**src/rtl/savewin_pkg.sv**
```systemverilog
package savewin_pkg;

   // Host address regions, decoded from the two top address bits
   typedef enum logic [1:0] {
      RGN_CART = 2'b00,
      RGN_SAVE = 2'b10,
      RGN_REGS = 2'b11
   } region_e;

   // Register indices inside the register region
   localparam logic [1:0] IDX_CTRL   = 2'd0;
   localparam logic [1:0] IDX_BASE   = 2'd1;
   localparam logic [1:0] IDX_SIZE   = 2'd2;
   localparam logic [1:0] IDX_STATUS = 2'd3;

endpackage

```
**src/rtl/savewin_decode.sv**
```systemverilog
module savewin_decode
   import savewin_pkg::*;
#(
   parameter int HADDR_W    = 16,
   parameter int RADDR_W    = 20,
   parameter int BASE_SHIFT = 8,
   localparam int BASE_W    = RADDR_W - BASE_SHIFT,
   localparam int OFS_W     = HADDR_W - 2,
   localparam int SIZE_W    = OFS_W + 1,
   localparam int CART_W    = HADDR_W - 1
) (
   input  logic               host_cs,
   input  logic [HADDR_W-1:0] host_addr,
   input  logic               game_map,
   input  logic [BASE_W-1:0]  base_q,
   input  logic [SIZE_W-1:0]  size_q,
   output logic               ram_sel,
   output logic [RADDR_W-1:0] ram_addr,
   output logic               boot_sel,
   output logic [CART_W-1:0]  boot_addr,
   output logic               reg_sel,
   output logic [1:0]         reg_idx,
   output logic               win_hit
);

   logic [RADDR_W-1:0] base_full;
   logic [OFS_W-1:0]   win_ofs;
   logic [CART_W-1:0]  cart_ofs;
   logic               in_cart, in_save, in_regs;

   // Window base granularity: the register holds the upper bits only
   generate
      if (BASE_SHIFT == 0) begin : g_base_flat
         assign base_full = base_q;
      end else begin : g_base_shifted
         assign base_full = {base_q, {BASE_SHIFT{1'b0}}};
      end
   endgenerate

   assign cart_ofs = host_addr[CART_W-1:0];
   assign win_ofs  = host_addr[OFS_W-1:0];
   assign in_cart  = host_cs && (host_addr[HADDR_W-1] == 1'b0);
   assign in_save  = host_cs && (host_addr[HADDR_W-1 -: 2] == RGN_SAVE);
   assign in_regs  = host_cs && (host_addr[HADDR_W-1 -: 2] == RGN_REGS);

   assign win_hit  = in_save && ({1'b0, win_ofs} < size_q);

   always_comb begin
      ram_sel   = 1'b0;
      ram_addr  = '0;
      boot_sel  = 1'b0;
      boot_addr = cart_ofs;
      if (win_hit) begin
         ram_sel  = 1'b1;
         ram_addr = base_full + RADDR_W'(win_ofs);
      end else if (in_cart) begin
         if (game_map) begin
            ram_sel  = 1'b1;
            ram_addr = RADDR_W'(cart_ofs);
         end else begin
            boot_sel = 1'b1;
         end
      end
   end

   assign reg_sel = in_regs;
   assign reg_idx = host_addr[1:0];

endmodule

```
**src/rtl/savewin_regs.sv**
```systemverilog
module savewin_regs
   import savewin_pkg::*;
#(
   parameter int DATA_W = 16,
   parameter int BASE_W = 12,
   parameter int SIZE_W = 15
) (
   input  logic              clk,
   input  logic              rst_n,
   input  logic              console_rst,
   input  logic              reg_wr,
   input  logic [1:0]        reg_idx,
   input  logic [DATA_W-1:0] wdata,
   input  logic              win_wr,
   output logic              game_q,
   output logic [BASE_W-1:0] base_q,
   output logic [SIZE_W-1:0] size_q,
   output logic              dirty_q,
   output logic [DATA_W-1:0] rdata
);

   logic wr_ctrl, wr_base, wr_size, clr_dirty;

   assign wr_ctrl   = reg_wr && (reg_idx == IDX_CTRL);
   assign wr_base   = reg_wr && (reg_idx == IDX_BASE) && !game_q;
   assign wr_size   = reg_wr && (reg_idx == IDX_SIZE) && !game_q;
   assign clr_dirty = reg_wr && (reg_idx == IDX_STATUS) && wdata[0];

   always_ff @(posedge clk) begin
      if (!rst_n) begin
         game_q <= 1'b0;
      end else if (console_rst) begin
         game_q <= 1'b0;
      end else if (wr_ctrl) begin
         game_q <= wdata[0];
      end
   end

   always_ff @(posedge clk) begin
      if (!rst_n) begin
         base_q <= '0;
         size_q <= '0;
      end else begin
         if (wr_base) base_q <= wdata[BASE_W-1:0];
         if (wr_size) size_q <= wdata[SIZE_W-1:0];
      end
   end

   // Sticky dirty flag: survives console reset, cleared by software only
   always_ff @(posedge clk) begin
      if (!rst_n) begin
         dirty_q <= 1'b0;
      end else if (win_wr) begin
         dirty_q <= 1'b1;
      end else if (clr_dirty) begin
         dirty_q <= 1'b0;
      end
   end

   always_comb begin
      unique case (reg_idx)
         IDX_CTRL: rdata = DATA_W'(game_q);
         IDX_BASE: rdata = DATA_W'(base_q);
         IDX_SIZE: rdata = DATA_W'(size_q);
         default:  rdata = DATA_W'(dirty_q);
      endcase
   end

endmodule

```
**src/rtl/savewin_remap.sv**
```systemverilog
module savewin_remap
   import savewin_pkg::*;
#(
   parameter int HADDR_W    = 16,
   parameter int RADDR_W    = 20,
   parameter int DATA_W     = 16,
   parameter int BASE_SHIFT = 8,
   localparam int BASE_W    = RADDR_W - BASE_SHIFT,
   localparam int SIZE_W    = HADDR_W - 1,
   localparam int CART_W    = HADDR_W - 1
) (
   input  logic               clk,
   input  logic               rst_n,
   input  logic               console_rst,
   input  logic               host_cs,
   input  logic               host_we,
   input  logic [HADDR_W-1:0] host_addr,
   input  logic [DATA_W-1:0]  host_wdata,
   output logic               ram_sel,
   output logic               ram_we,
   output logic [RADDR_W-1:0] ram_addr,
   output logic               boot_sel,
   output logic [CART_W-1:0]  boot_addr,
   output logic               reg_sel,
   output logic [DATA_W-1:0]  reg_rdata
);

   generate
      if (HADDR_W < 4) begin : g_bad_haddr
         $error("HADDR_W too small for the region map");
      end
      if (BASE_SHIFT < 0 || BASE_SHIFT >= RADDR_W) begin : g_bad_shift
         $error("BASE_SHIFT must lie inside the RAM address");
      end
      if (BASE_W > DATA_W || SIZE_W > DATA_W) begin : g_bad_data
         $error("base or size register wider than the data bus");
      end
      if (CART_W > RADDR_W) begin : g_bad_cart
         $error("game image does not fit in RAM address space");
      end
   endgenerate

   logic              game_q, dirty_q, win_hit;
   logic [BASE_W-1:0] base_q;
   logic [SIZE_W-1:0] size_q;
   logic [1:0]        reg_idx;
   logic              wr_access;

   assign wr_access = host_cs && host_we;

   savewin_decode #(
      .HADDR_W    (HADDR_W),
      .RADDR_W    (RADDR_W),
      .BASE_SHIFT (BASE_SHIFT)
   ) u_decode (
      .host_cs   (host_cs),
      .host_addr (host_addr),
      .game_map  (game_q),
      .base_q    (base_q),
      .size_q    (size_q),
      .ram_sel   (ram_sel),
      .ram_addr  (ram_addr),
      .boot_sel  (boot_sel),
      .boot_addr (boot_addr),
      .reg_sel   (reg_sel),
      .reg_idx   (reg_idx),
      .win_hit   (win_hit)
   );

   savewin_regs #(
      .DATA_W (DATA_W),
      .BASE_W (BASE_W),
      .SIZE_W (SIZE_W)
   ) u_regs (
      .clk         (clk),
      .rst_n       (rst_n),
      .console_rst (console_rst),
      .reg_wr      (wr_access && reg_sel),
      .reg_idx     (reg_idx),
      .wdata       (host_wdata),
      .win_wr      (wr_access && win_hit),
      .game_q      (game_q),
      .base_q      (base_q),
      .size_q      (size_q),
      .dirty_q     (dirty_q),
      .rdata       (reg_rdata)
   );

   assign ram_we = wr_access && ram_sel;

endmodule

```
**config.mk**
```make
export PLATFORM = sky130hd
export DESIGN_NAME = savewin_remap
export DESIGN_NICKNAME = d
export VERILOG_FILES = /design/src/rtl/savewin_pkg.sv /design/src/rtl/savewin_decode.sv /design/src/rtl/savewin_regs.sv /design/src/rtl/savewin_remap.sv
export SDC_FILE = /design/constraint.sdc
export NUM_CORES = 1
export LEC_CHECK = 0
export BUFFER_PORTS_ARGS = -buffer_cell sky130_fd_sc_hd__buf_2
export CORE_MARGIN = 10
export CORE_UTILIZATION = 30
export CTS_BUF_LIST = sky130_fd_sc_hd__clkbuf_8
export CTS_CLUSTER_SIZE = 28
export DETAILED_ROUTE_END_ITERATION = 8
export PLACE_DENSITY = 0.57
export SETUP_SLACK_MARGIN = 0.1
export SLEW_MARGIN = 10
export SYNTH_ARGS = -nofsm -noshare
export SYNTH_HDL_FRONTEND = slang
export SYNTH_SLANG_ARGS = --single-unit
```
**constraint.sdc**
```tcl
create_clock -name clk -period 2.2 [get_ports clk]
set_input_delay 0.44 -clock clk [delete_from_list [all_inputs] [get_ports clk]]
set_output_delay 0.44 -clock clk [all_outputs]
set_load 0.05 [all_outputs]
```
Word level (Yosys, flattened, before mapping)
Index checks and enable logic that the tools add are counted.

storage, ports and cells
  input bits = 37
  word-level logic and storage cells = 44
  output and inout port bits = 55
  register bits after elaboration = 29

operators by class
  magnitude comparators = 1
  muxes and demuxes = 12
  equal/unequal tests = 5
  bitwise operators = 2
  add/subtract/negate cells = 1
  reduce and logical (&&, ||, !) cells = 19

operators by type and width
  operator              number
  $pmux W15 S3          1
  $mux W20              2
  $add A20 B14 Y20      1
  $logic_and A1 B1 Y1   15
  $lt A14 B15 Y1        1
  $mux W15              1
  $eq A2 B2 Y1 const B  4
  $mux W1               8
  $eq A2 B1 Y1 const B  1
  $logic_not A2 Y1      1
  $not A1 Y1            2
  $reduce_bool A2 Y1    1
  $reduce_or A2 Y1      1
  $logic_not A1 Y1      1

Depth between registers and ports, before layout
Gate-level depths: netlist of the first run.

  depth in word-level cells = 7
  depth in mapped cells = 8
  mapped depth without buffers = 8

Cells and area by module
From an unflattened synthesis of the first run, not the netlist that was laid out.

unflattened totals
  cell total of the unflattened synthesis = 293
  area total of the unflattened synthesis = 2472.4 sq um

by module, submodules not included
  module          cells each  seq. area each (sq um)  area each (sq um)  instances
  savewin_regs    137         580.6                   1321.3             1
  savewin_decode  153         0.0                     1132.3             1
  savewin_remap   3           0.0                     18.8               1

Worst setup path before layout of the first run
OpenSTA, ideal clock, no wires.

  kind = input port to output port
  start = input port host_addr[8]
  end = output port ram_addr[14]
  path slack = -1063 ps
  path buffers = 0
  stages on the path = 8
  data required time = 1760 ps
  arrival = 2823 ps
  cell sequence = ha_1 > inv_1 > fa_1 > nor2b_1 > o31a_1 > o21ai_1 > and3_1 > o31ai_1

on the way
  word-level cells in the longest chain between the ends = 3
  elaborated cells between the ends (all ways) = 4
  those cells by class = add/sub: 1; order compare: 1; mux: 1; reduce/logical: 1

RTL lines
  element                                                                   line                  source
  from (decl)                                                               savewin_remap.sv:17   input logic [HADDR_W-1:0] host_addr,
  parallel branches: the longest is 2 deep, another holds $add A20 B14 Y20  -
  $mux W20 *                                                                savewin_decode.sv:53  if (win_hit) begin
  to (decl)                                                                 savewin_remap.sv:21   output logic [RADDR_W-1:0] ram_addr,

Every way passes the cells marked *.

Final worst setup path of the first run
  start = register u_regs.size_q[13]
  end = output port ram_addr[12]

on the way
  word-level cells in the longest chain between the ends = 3

RTL lines
  element                 line                  source
  from (decl)             savewin_regs.sv:17    output logic [SIZE_W-1:0] size_q,
  from (signal assigned)  savewin_regs.sv:45    if (wr_size) size_q <= wdata[SIZE_W-1:0];
  $lt A14 B15 Y1          savewin_decode.sv:46  assign win_hit = in_save && ({1'b0, win_ofs} < size_q);
  $logic_and A1 B1 Y1     savewin_decode.sv:46
  $mux W20                savewin_decode.sv:53

Every way passes these cells.

==> metrics.yaml, run 1 <==
synthesis:
  synthFlopType: "dfxtp_1"
  syn_nets: 363
  syn_area_sq_mm: 0.00238
  synth_seq_cells: 29
  avgSynthCellArea_sq_um: 7.79
  synthArstFlopShare: 0
  yosysSeqAreaShare: 0.244
  synth_top_area_cell: "dfxtp_1"
  synth_top_area_share: 0.244
  syn_inst: 306
  synth_edf_count: 0
  yosysWarnings: 0
  yosys-top-cells-area: "dfxtp_1 (24%), nand2_1 (11%), ha_1 (10%)"
  synth_cell_types: 48
floorplan:
  dieArea_sq_mm: 0.0119
  die_w_microns: 109
  start_util: 0.308
  ios: 92
  die_h_microns: 109
  placementRows: 32
  core_area_sq_mm: 0.00773
cells_and_area:
  drive_gt1_frac: 0.498
  final_nets: 496
  fin_area_sq_mm: 0.00395
  final_util: 0.512
  fill_cells: 769
  antenna_cells: 0
  area_delta_synth_final_pct: 65.9
drt:
  drt_iter0_markers: 111
  drc: 0
  vias: 2553
  viasPerCell: 4.71
  drt-total-wl_mm: 8.49
  first_pass_iters: 4
  antenna_left: 0
  drt-wirelength-per-cell_microns: 15.7
worst_setup_path:
  arrival_ns: 2.38
  cp-start-kind: "flip-flop"
  crit_chain: "inv_2 > ha_4 > nor2b_4 > a221o_1 > a41oi_2 > o41ai_4 > buf_12 > o31ai_4 > buf_6"
  endpoint_kind: "primary output"
  path_delay_family: "compound AO/OA/AOI/OAI gates"
  worstPathRequired_ns: 1.76
  critPathMaxFanout: 5
  slowest_delay_ns: 0.34
  critPathKind: "flip-flop to primary output"
  worstPathBufferInverterCount: 3
  rrSetupSlack_ns: 0.25
  slowest_stage: "dfxtp_2"
grt:
  gr-max-usage-layer: "met2"
  antenna_found_initial: 0
  first_global_vias: 2693
  grt_use_total: 0.141
  grt_overflow_total: 0
  met2_usage: 0.256
  met3_usage: 0.0330
  met1_usage: 0.162
  grt_max_degree: 31
  grt_pass1_wl_mm: 13.4
sta:
  fin_tns_setup_ns: -11.97
  max_slew_margin: 0.608
  fin_skew_ns: 0.00445
  timing.fmax_ghz: 0.355
  setup_slack_ns: -0.620
  rsz0062_at_grt: "yes"
  fin_crit_sh: 1.28
  tightest_slew_ns: 0.586
  whs_ns: 0.312
  post-route-min-period_ns: 2.82
  finalSetupViolCount: 22
  maxSlewViolCount: 0
  hold_viol: 0
place:
  place_area_sq_mm: 0.00362
  dpl.hpwl_mm: 6.94
  portBuffers: 89
  gp_congestion: 0.809
job:
  drv_cap: 0
cts:
  numCtsBuffers: 5
  holdBufCountCts: 0
  cts_htree_levels: 2
  clkLatencyLatePin_ns: 0.28
  clock_path_buffers: 2
  cts_tree: "built"
  cts_root_buf: "clkbuf_8"
  path_clk_slew_ns: 0.07
  clock_sinks: 29
power_and_ir_drop:
  ir_drop_mv: 0.362
  leakage_nw: 1.68
  total_power_mw: 1.55
  cellPowerDensity_mw_per_mm2: 392
outcome:
  status: "complete, but fails checks"
  violations: "setup timing"
worst_hold_path:
  hp-class: "input port to flip-flop"
-- area by class of cell --
type | count | area [sq um] | area share
Clock buffer | 5 | 68.8 | 0.0174
Multi-Input combinational cell | 225 | 1870 | 0.473
Inverter | 21 | 78.8 | 0.0199
Tap cell | 102 | 128 | 0.0323
Sequential cell | 29 | 588 | 0.149
Clock inverter | 3 | 65.1 | 0.0165
Timing Repair Buffer | 157 | 1150 | 0.292
-- registers in the layout, summed over array words and instances, names as in the netlist --
signal and cells:
u_regs.game_q 1, u_regs.dirty_q 1, u_regs.base_q 12, u_regs.size_q 15
-- power by group --
part | internal, mW | switching, mW
logic | 0.147 | 0.211
registers | 0.529 | 0.00360
clock network | 0.450 | 0.212
-- Yosys cell counts (all sizes together) (4+ instances only) --
library cell  number
a21oi             13
a22o              11
dfxtp             29
o21ai             12
clkbuf             9
nand3              7
nand2             71
or3                4
buf               22
nor3               4
nor2b              6
and3               4
ha                19
inv               21
a21boi            35
a21o               4
and2               5
-- logic make-up after synthesis --
family,count (synthesis),synth area share
AO/OA/AOI/OAI,89,0.292
XOR/XNOR,3,0.0110
adder cells (fa/ha/maj),20,0.108
buffers and inverters,52,0.118
flip-flops,29,0.244
multiplexers,3,0.0178
other,1,0.00157
AND/OR/NAND/NOR,109,0.208
-- timing repair --
| action | 4_1_cts | 5_1_grt |
|---|---|---|
| gates resized for setup | 61 | 3 |
| buffers inserted | 2 | 0 |
| pin swaps | 3 | 1 |
| endpoints found under the setup margin | 23 | 22 |
| gates cloned | 1 | 0 |
| hold endpoints to repair | 0 | 0 |
-- placed cells by master (no fill, tap or decap), types with 7 or more instances in the layout --
master    count
nand2_1      70
buf_2        67
buf_4        62
a21boi_0     26
dfxtp_1      23
buf_6        22
inv_1        15
ha_1         12
a22o_1       11
a21oi_1       8
a21boi_4      8
ha_4          7
-- stage by stage --
step | setup slack [ns] | std cells
after floorplan | -0.372 | 306
after global placement | -0.603 | 531
after detailed placement | -0.615 | 531
after CTS | -0.641 | 542
after global routing | -0.744 | 542
final | -0.620 | 542
-- final timing paths --
kind,depth (start not counted),to,startpoint
worst max-delay path,9,ram_addr[12],u_regs.size_q[13]
worst min-delay path,2,u_regs.game_q,console_rst
worst max register to register,8,u_regs.dirty_q,u_regs.size_q[5]
worst min register to register,2,u_regs.dirty_q,u_regs.dirty_q
-- layer usage --
metal  wire length [microns]  vias to the layer above
li1                        -                     1310
met1                    3630                     1175
met4                      92                        0
met3                     540                        9
met2                    4220                       59
met5                       0                        -
Power figures use the tool's default switching activity.
==> run 2, diff against run 1 <==
--- a/config.mk
+++ b/config.mk
@@ -12,6 +12,7 @@
 export CTS_CLUSTER_SIZE = 28
 export DETAILED_ROUTE_END_ITERATION = 8
 export PLACE_DENSITY = 0.57
+export REMOVE_ABC_BUFFERS = 1
 export SETUP_SLACK_MARGIN = 0.1
 export SLEW_MARGIN = 10
 export SYNTH_ARGS = -nofsm -noshare
==> run 2 against run 1 <==
Net effect: the run still ends with setup timing left; sequential share of layout area grew 0.75 points; non-clock buffer count decreased by 7; critical endpoint is now ram_addr[8]; core utilization decreased by 2.3 points; largest power group is now sequential cells; clock power decreased by 27%; combinational power down 5%.
==> metrics.yaml, run 2 (same netlist as run 1, synthesis figures left out) <==
grt:
  grt_max_degree: 31
  antenna_found_initial: 1
  grt_use_total: 0.132
  grt_overflow_total: 0
  first_global_vias: 2621
  grt_pass1_wl_mm: 12.7
floorplan:
  dieArea_sq_mm: 0.0119
  start_util: 0.308
  die_h_microns: 109
  ios: 92
  placementRows: 32
  die_w_microns: 109
  core_area_sq_mm: 0.00773
worst_hold_path:
  hold_depth: 2
  hp-class: "input port to flip-flop"
worst_setup_path:
  slowest_delay_ns: 0.34
  crit_chain: "inv_2 > ha_4 > and3_4 > a221o_1 > a31oi_1 > buf_4 > o41ai_4 > buf_4 > clkbuf_16 > o21ai_4 > buf_6"
  r2r_cells: 10
  critPathMaxFanout: 6
  cp-start-kind: "flip-flop"
  cp.depth: 11
  slowest_stage: "dfxtp_2"
  worstPathRequired_ns: 1.76
  endpoint_kind: "primary output"
  crit_path_frequent_cell: "buf_4"
  critPathKind: "flip-flop to primary output"
  path_delay_family: "buffers and inverters"
  arrival_ns: 2.36
  worstPathBufferInverterCount: 5
drt:
  antenna_left: 0
  drt_iter0_markers: 139
  first_pass_iters: 4
  viasPerCell: 4.78
  drt-wirelength-per-cell_microns: 15.5
  vias: 2558
  drc: 0
  drt-total-wl_mm: 8.30
sta:
  tightest_slew_ns: 0.590
  finalSetupViolCount: 22
  max_slew_margin: 0.606
  setup_slack_ns: -0.601
  post-route-min-period_ns: 2.80
  maxSlewViolCount: 0
  rsz0062_at_grt: "yes"
  hold_viol: 0
  fin_skew_ns: 0.00424
  timing.fmax_ghz: 0.357
  fin_crit_sh: 1.27
cts:
  clock_path_buffers: 2
  cts_htree_levels: 2
  path_clk_slew_ns: 0.06
  numCtsBuffers: 5
  cts_tree: "built"
  cts_root_buf: "clkbuf_8"
  clkLatencyLatePin_ns: 0.27
  clock_sinks: 29
cells_and_area:
  final_nets: 489
  drive_gt1_frac: 0.490
  antenna_cells: 0
  fill_cells: 770
  final_util: 0.489
  final_common_cell: "nand2_1"
  layout_common_cells: "nand2_1 (70), buf_2 (67), buf_4 (55), a21boi_0 (26), buf_6 (23)"
  reg_top3: "u_regs.size_q x15, u_regs.base_q x12"
  area_delta_synth_final_pct: 58.6
  largest_register_ff_count: 15
  final_cell_count_no_fill: 535
  fin_area_sq_mm: 0.00378
  regMostFlops: "u_regs.size_q"
job:
  drv_cap: 0
outcome:
  status: "complete, but fails checks"
  violations: "setup timing"
power_and_ir_drop:
  ir_drop_mv: 0.239
  total_power_mw: 1.35
  cellPowerDensity_mw_per_mm2: 358
  leakage_nw: 1.60
place:
  dpl.hpwl_mm: 6.38
  portBuffers: 89
  place_area_sq_mm: 0.00318
  dp.cells: 520
  gp_congestion: 0.842
  dp_slack_ns: -0.679
-- run 2: cell types whose count changed in the layout (fill, tap and decap cells not counted), sizes merged --
cell	change
buf	-8
clkbuf	+3
bufinv	-2
-- run 2: stage by stage --
stage	TNS [ns]	hold WS [ns]
floorplan	-32.23	0.448
global placement	-13.24	0.495
detailed placement	-14.21	0.505
CTS	-13.31	0.314
global route	-14.13	0.323
finish	-12.07	0.323
-- run 2: cell type report --
cell class | instances | area (sq um) | area share
timing repair buffer | 150 | 1100 | 0.290
clock inverter | 1 | 5.00 | 0.00132
clock buffer | 7 | 96.3 | 0.0255
inverter | 21 | 78.8 | 0.0209
tap | 102 | 128 | 0.0338
multi-input combinational | 225 | 1780 | 0.472
sequential | 29 | 591 | 0.156
-- run 2: power breakdown --
| group | leakage, nW | switching (mW) | internal [mW] |
|---|---|---|---|
| Sequential | 0.238 | 0.00363 | 0.529 |
| Clock | 0.0542 | 0.200 | 0.282 |
| Combinational | 1.30 | 0.204 | 0.134 |
-- run 2: repair_timing --
item / CTS / global route
pin swaps: 5 / 13
hold endpoints to repair: 0 / 0
cloned: 0 / 1
endpoints found under the setup margin: 23 / 23
resized for setup: 75 / 28
hold buffers: 0 / 0
buffers inserted: 2 / 4
-- run 2: worst paths after layout --
check / from / to / slack, ns
setup reg to reg: u_regs.size_q[6] / u_regs.dirty_q / 0.20
hold / removal: console_rst / u_regs.game_q / 0.32
hold reg to reg: u_regs.dirty_q / u_regs.dirty_q / 0.52
setup / recovery: u_regs.size_q[6] / ram_addr[8] / -0.60
-- run 2: layer usage --
metal / global-route usage / wire length, microns / up-vias / share of wire
met5: 0 / 7 / - / 0.00084
met3: 0.0336 / 584 / 6 / 0.070
met4: 0.0282 / 64 / 2 / 0.0077
li1: - / - / 1295 / -
met1: 0.154 / 3520 / 1190 / 0.42
met2: 0.239 / 4130 / 65 / 0.50
